--- src/rtl/irqc_pkg.sv ---
package irqc_pkg;
  localparam int unsigned OFF_STAT = 0;
  localparam int unsigned OFF_EN   = 2;
  localparam int unsigned OFF_CRIT = 3;
  localparam int unsigned OFF_POL  = 4;
  localparam int unsigned OFF_TRIG = 5;
  localparam int unsigned OFF_MSK  = 6;
endpackage

--- src/rtl/irqc_sense.sv ---
module irqc_sense #(
  parameter int unsigned N = 32
) (
  input  logic         clk_i,
  input  logic         rst_ni,
  input  logic [N-1:0] src_i,   // source order
  input  logic [N-1:0] trig_i,  // register bit order
  input  logic [N-1:0] pol_i,
  output logic [N-1:0] evt_o    // register bit order
);
  logic [N-1:0] prev_q;

  always_ff @(posedge clk_i or negedge rst_ni) begin
    if (!rst_ni) prev_q <= '0;
    else         prev_q <= src_i;
  end

  for (genvar n = 0; n < N; n++) begin : g_src
    localparam int unsigned B = N - 1 - n;
    logic lvl_hit, edg_hit;
    assign lvl_hit = (src_i[n] == pol_i[B]);
    assign edg_hit = pol_i[B] ? (src_i[n] & ~prev_q[n]) : (~src_i[n] & prev_q[n]);
    assign evt_o[B] = trig_i[B] ? edg_hit : lvl_hit;
  end
endmodule

--- src/rtl/irqc_regs.sv ---
module irqc_regs
  import irqc_pkg::*;
#(
  parameter int unsigned N      = 32,
  parameter int unsigned ADDR_W = 4
) (
  input  logic              clk_i,
  input  logic              rst_ni,
  input  logic              we_i,
  input  logic [ADDR_W-1:0] addr_i,
  input  logic [N-1:0]      wdata_i,
  input  logic [N-1:0]      evt_i,
  output logic [N-1:0]      stat_o,
  output logic [N-1:0]      en_o,
  output logic [N-1:0]      crit_o,
  output logic [N-1:0]      pol_o,
  output logic [N-1:0]      trig_o
);
  logic [N-1:0] clr;
  logic wr_stat, wr_en, wr_crit, wr_pol, wr_trig;

  assign wr_stat = we_i && (addr_i == ADDR_W'(OFF_STAT));
  assign wr_en   = we_i && (addr_i == ADDR_W'(OFF_EN));
  assign wr_crit = we_i && (addr_i == ADDR_W'(OFF_CRIT));
  assign wr_pol  = we_i && (addr_i == ADDR_W'(OFF_POL));
  assign wr_trig = we_i && (addr_i == ADDR_W'(OFF_TRIG));
  assign clr     = wr_stat ? wdata_i : '0;

  // set has priority over a same-cycle clear
  always_ff @(posedge clk_i or negedge rst_ni) begin
    if (!rst_ni) stat_o <= '0;
    else         stat_o <= (stat_o & ~clr) | evt_i;
  end

  always_ff @(posedge clk_i or negedge rst_ni) begin
    if (!rst_ni) begin
      en_o   <= '0;
      crit_o <= '0;
      pol_o  <= '1;
      trig_o <= '0;
    end else begin
      if (wr_en)   en_o   <= wdata_i;
      if (wr_crit) crit_o <= wdata_i;
      if (wr_pol)  pol_o  <= wdata_i;
      if (wr_trig) trig_o <= wdata_i;
    end
  end
endmodule

--- src/rtl/irqc_rdmux.sv ---
module irqc_rdmux
  import irqc_pkg::*;
#(
  parameter int unsigned N      = 32,
  parameter int unsigned ADDR_W = 4
) (
  input  logic [ADDR_W-1:0] addr_i,
  input  logic [N-1:0]      stat_i,
  input  logic [N-1:0]      en_i,
  input  logic [N-1:0]      crit_i,
  input  logic [N-1:0]      pol_i,
  input  logic [N-1:0]      trig_i,
  output logic [N-1:0]      rdata_o,
  output logic [N-1:0]      msk_o
);
  assign msk_o = stat_i & en_i;

  always_comb begin
    rdata_o = '0;
    if (addr_i == ADDR_W'(OFF_STAT)) rdata_o = stat_i;
    if (addr_i == ADDR_W'(OFF_EN))   rdata_o = en_i;
    if (addr_i == ADDR_W'(OFF_CRIT)) rdata_o = crit_i;
    if (addr_i == ADDR_W'(OFF_POL))  rdata_o = pol_i;
    if (addr_i == ADDR_W'(OFF_TRIG)) rdata_o = trig_i;
    if (addr_i == ADDR_W'(OFF_MSK))  rdata_o = msk_o;
  end
endmodule

--- src/rtl/irqc_top.sv ---
module irqc_top #(
  parameter int unsigned N_SRC  = 32,
  parameter int unsigned ADDR_W = 4
) (
  input  logic              clk_i,
  input  logic              rst_ni,
  input  logic [N_SRC-1:0]  src_i,
  input  logic [ADDR_W-1:0] addr_i,
  input  logic              we_i,
  input  logic [N_SRC-1:0]  wdata_i,
  output logic [N_SRC-1:0]  rdata_o,
  output logic              irq_o
);
  logic [N_SRC-1:0] evt, stat_q, en_q, crit_q, pol_q, trig_q, msk;

  irqc_sense #(.N(N_SRC)) u_sense (
    .clk_i (clk_i),
    .rst_ni(rst_ni),
    .src_i (src_i),
    .trig_i(trig_q),
    .pol_i (pol_q),
    .evt_o (evt)
  );

  irqc_regs #(.N(N_SRC), .ADDR_W(ADDR_W)) u_regs (
    .clk_i  (clk_i),
    .rst_ni (rst_ni),
    .we_i   (we_i),
    .addr_i (addr_i),
    .wdata_i(wdata_i),
    .evt_i  (evt),
    .stat_o (stat_q),
    .en_o   (en_q),
    .crit_o (crit_q),
    .pol_o  (pol_q),
    .trig_o (trig_q)
  );

  irqc_rdmux #(.N(N_SRC), .ADDR_W(ADDR_W)) u_rdmux (
    .addr_i (addr_i),
    .stat_i (stat_q),
    .en_i   (en_q),
    .crit_i (crit_q),
    .pol_i  (pol_q),
    .trig_i (trig_q),
    .rdata_o(rdata_o),
    .msk_o  (msk)
  );

  assign irq_o = |msk;
endmodule

--- config.mk ---
export PLATFORM = sky130hd
export DESIGN_NAME = irqc_top
export DESIGN_NICKNAME = d
export VERILOG_FILES = /design/src/rtl/irqc_pkg.sv /design/src/rtl/irqc_sense.sv /design/src/rtl/irqc_regs.sv /design/src/rtl/irqc_rdmux.sv /design/src/rtl/irqc_top.sv
export SDC_FILE = /design/constraint.sdc
export NUM_CORES = 1
export LEC_CHECK = 0
export BUFFER_PORTS_ARGS = -buffer_cell sky130_fd_sc_hd__buf_2
export CELL_PAD_IN_SITES_DETAIL_PLACEMENT = 2
export CELL_PAD_IN_SITES_GLOBAL_PLACEMENT = 2
export CORE_ASPECT_RATIO = 1.5
export CORE_MARGIN = 8
export CORE_UTILIZATION = 39
export DETAILED_ROUTE_END_ITERATION = 12
export HOLD_SLACK_MARGIN = 0.12
export PLACE_DENSITY = 0.79
export REMOVE_ABC_BUFFERS = 1
export SKIP_CTS_REPAIR_TIMING = 1
export SLEW_MARGIN = 5
export SYNTH_ARGS = -nofsm -noshare
export SYNTH_HDL_FRONTEND = slang
export SYNTH_SLANG_ARGS = --single-unit
export TNS_END_PERCENT = 100
--- constraint.sdc ---
create_clock -name clk_i -period 2.65 [get_ports clk_i]
set_input_delay 0.53 -clock clk_i [delete_from_list [all_inputs] [get_ports clk_i]]
set_output_delay 0.53 -clock clk_i [all_outputs]
set_load 0.05 [all_outputs]
==> reports/qor.txt <==
Final Max Tran Viols = 0
GRT Total Usage = 22.6%
Placed Cells = 1186
Core Footprint = 22900 µm²
post-synthesis cell count = 778
Most used DFF post-synth = dfrtp_1
Seq cells post-synth = 192
WP data arrival = 2.70 ns
Tightest Pin Transition = 0.689 ns
Max clock buf depth = 2
FMAX = 310 MHz
die footprint = 28300 µm²
Pwr Total = 8.35 mW
DRT antenna net count = 0
Vias/cell = 5.81
RSZ-0062 raised after global routing = yes
largest net degree at the start of global routing = 80
DPL Wire Length = 20.3 mm
Ports = 104
Synth Area per Inst = 11.6 µm²
Clk Latency, worst-skew pair = 0.45 ns
CTS tree = yes
leak pwr = 4.63 nW
maxcap violations = 0
first-pass GRT wire length = 48.8 mm
outcome = complete, but fails checks
Post-Place Cell Area = 10400 µm²
DRC = 0
initial antenna violation count = 1
H-tree levels = 4
number of port buffers = 103
Die Y = 202 µm
GRT Residual Overflow = 0
Critical Path Sink Type = output port
Critical R2R Launch = u_regs.trig_o[23]
relative slew slack = 54.0%
DR WL/cell = 25.5 µm
sequential area share after synthesis = 53.8%
top-area cell type share of the netlist area = 44.4%
Mapped Area = 9010 µm²
DR pass1 iterations = 4
pwr dens = 750 nW/µm²
Layout Cells excl Fill = 1221
Initial Util = 39.4%
Peak VDD IR = 0.000401 V
Synth Warn # = 0
# setup viols final = 1
share of synthesized registers carrying an async set or reset = 100%
Root Buffer = clkbuf_16
share of cells above drive strength 1 = 43.8%
Clock Skew = 0.00953 ns
Clock transition at path regs = 0.07 ns
Die Span X = 140 µm
vias post-DR = 7089
failing checks = negative setup slack
clock tree sinks = 192
PnR worst setup slack = -0.575 ns
area delta synth->final = 23.5%
Hold Path Class = in -> async
crit path launch = u_regs.stat_o[26]
Final TNS setup = -0.575 ns
top cells by count, synth = 160 x dfrtp_1, 159 x mux2_2, 102 x nand2_1, 34 x nor2b_1, 34 x nor3_1
CP Launch Type = flop
Worst Path Max Fanout = 2
GP Congestion = 0.748
# nets final = 998
Yosys cell types = 32
Setup Crit Path Kind = reg -> out
final WL = 31.2 mm
critical path required time = 2.12 ns
finished layout cell area = 11100 µm²
most common cell in the netlist = dfrtp_1
TritonCTS Buffers = 17
Synth area leaders = dfrtp_1 44%, mux2_2 20%, dfstp_2 9.3%
crit path time final = 3.23 ns
Tcrit/Tclk final = 122%
std cell rows = 68
EDFF count, synth = 0
initial DRC count = 285
vias in the first global route = 8348
Final Util = 48.6%
hold violation total from the final report = 0
Yosys top cell by area = dfrtp_1
-- worst max-delay path, stage by stage, from the launching register on --
cell     delay (ns)
dfrtp_1        0.38
and2_4         0.16
or4_4          0.53
or4_4          0.44
or4_4          0.55
buf_8          0.17
-- per-stage QoR --
step | setup WS, ns | hold WS [ns]
final | -0.575 | 0.139
after floorplan | -1.43 | 0.234
after global placement | -0.267 | 0.488
after CTS | -0.800 | 0.155
after global routing | -0.631 | 0.168
after detailed placement | -0.285 | 0.497
-- report_power, final --
group,switching [mW],internal [mW]
Clock,1.14,1.53
Combinational,0.868,0.847
Sequential,0.439,3.52
-- cells in the final DEF (no fill, tap or decap), drive strengths merged, types with 4 or more instances in the layout --
cell and n:
a22oi 31, a211o 32, nor3 34, a31oi 30, buf 164, dfstp 32
and2 31, or4 8, o22ai 29, dfrtp 160, clkinv 5, mux2 159
a21oi 33, o21ai 4, nor2b 34, nand2 102, clkbuf 27
-- cell type report --
type | instances | area [µm²]
Timing Repair Buffer | 170 | 1250
Clock inverter | 11 | 138
Inverter | 2 | 7.51
Antenna cell | 1 | 2.50
Tap cell | 280 | 350
Fill cell | 2285 | 11800
Clock buffer | 21 | 460
Sequential cell | 192 | 4840
Multi-Input combinational cell | 544 | 4070
-- metal layers --
layer	part of all wire, %	wire length, µm	track usage (%)	vias up
li1	-	-	-	3163
met1	40	12600	25.8	3743
met2	54	16800	40.7	137
met3	3.1	971	3.73	46
met4	2.5	788	9.89	0
met5	0	0	0	-
-- cells by family after synthesis --
logic type	after synthesis	share of synthesized area [%]
mux	159	19.9
compound gates	165	12.5
simple gates	220	12.1
buf+inv	42	1.79
flops	192	53.8
-- final timing paths --
| kind | end | slack, ns | cells after the start |
|---|---|---|---|
| max | irq_o | -0.58 | 5 |
| min | u_sense.prev_q[11] | 0.14 | 1 |
| max reg2reg | u_regs.stat_o[23] | 1.57 | 3 |
| min reg2reg | u_regs.crit_o[10] | 0.51 | 1 |
| max in group asynchronous | u_regs.pol_o[27] | 1.76 | 2 |
| min in group clk_i | u_sense.prev_q[20] | 0.21 | 1 |
-- flip-flops by register name (all words and copies together) (netlist names) --
register	flops
u_regs.crit_o	32
u_regs.en_o	32
u_regs.pol_o	32
u_regs.stat_o	32
u_regs.trig_o	32
u_sense.prev_q	32
No activity file was read; power rests on OpenSTA's default activity.
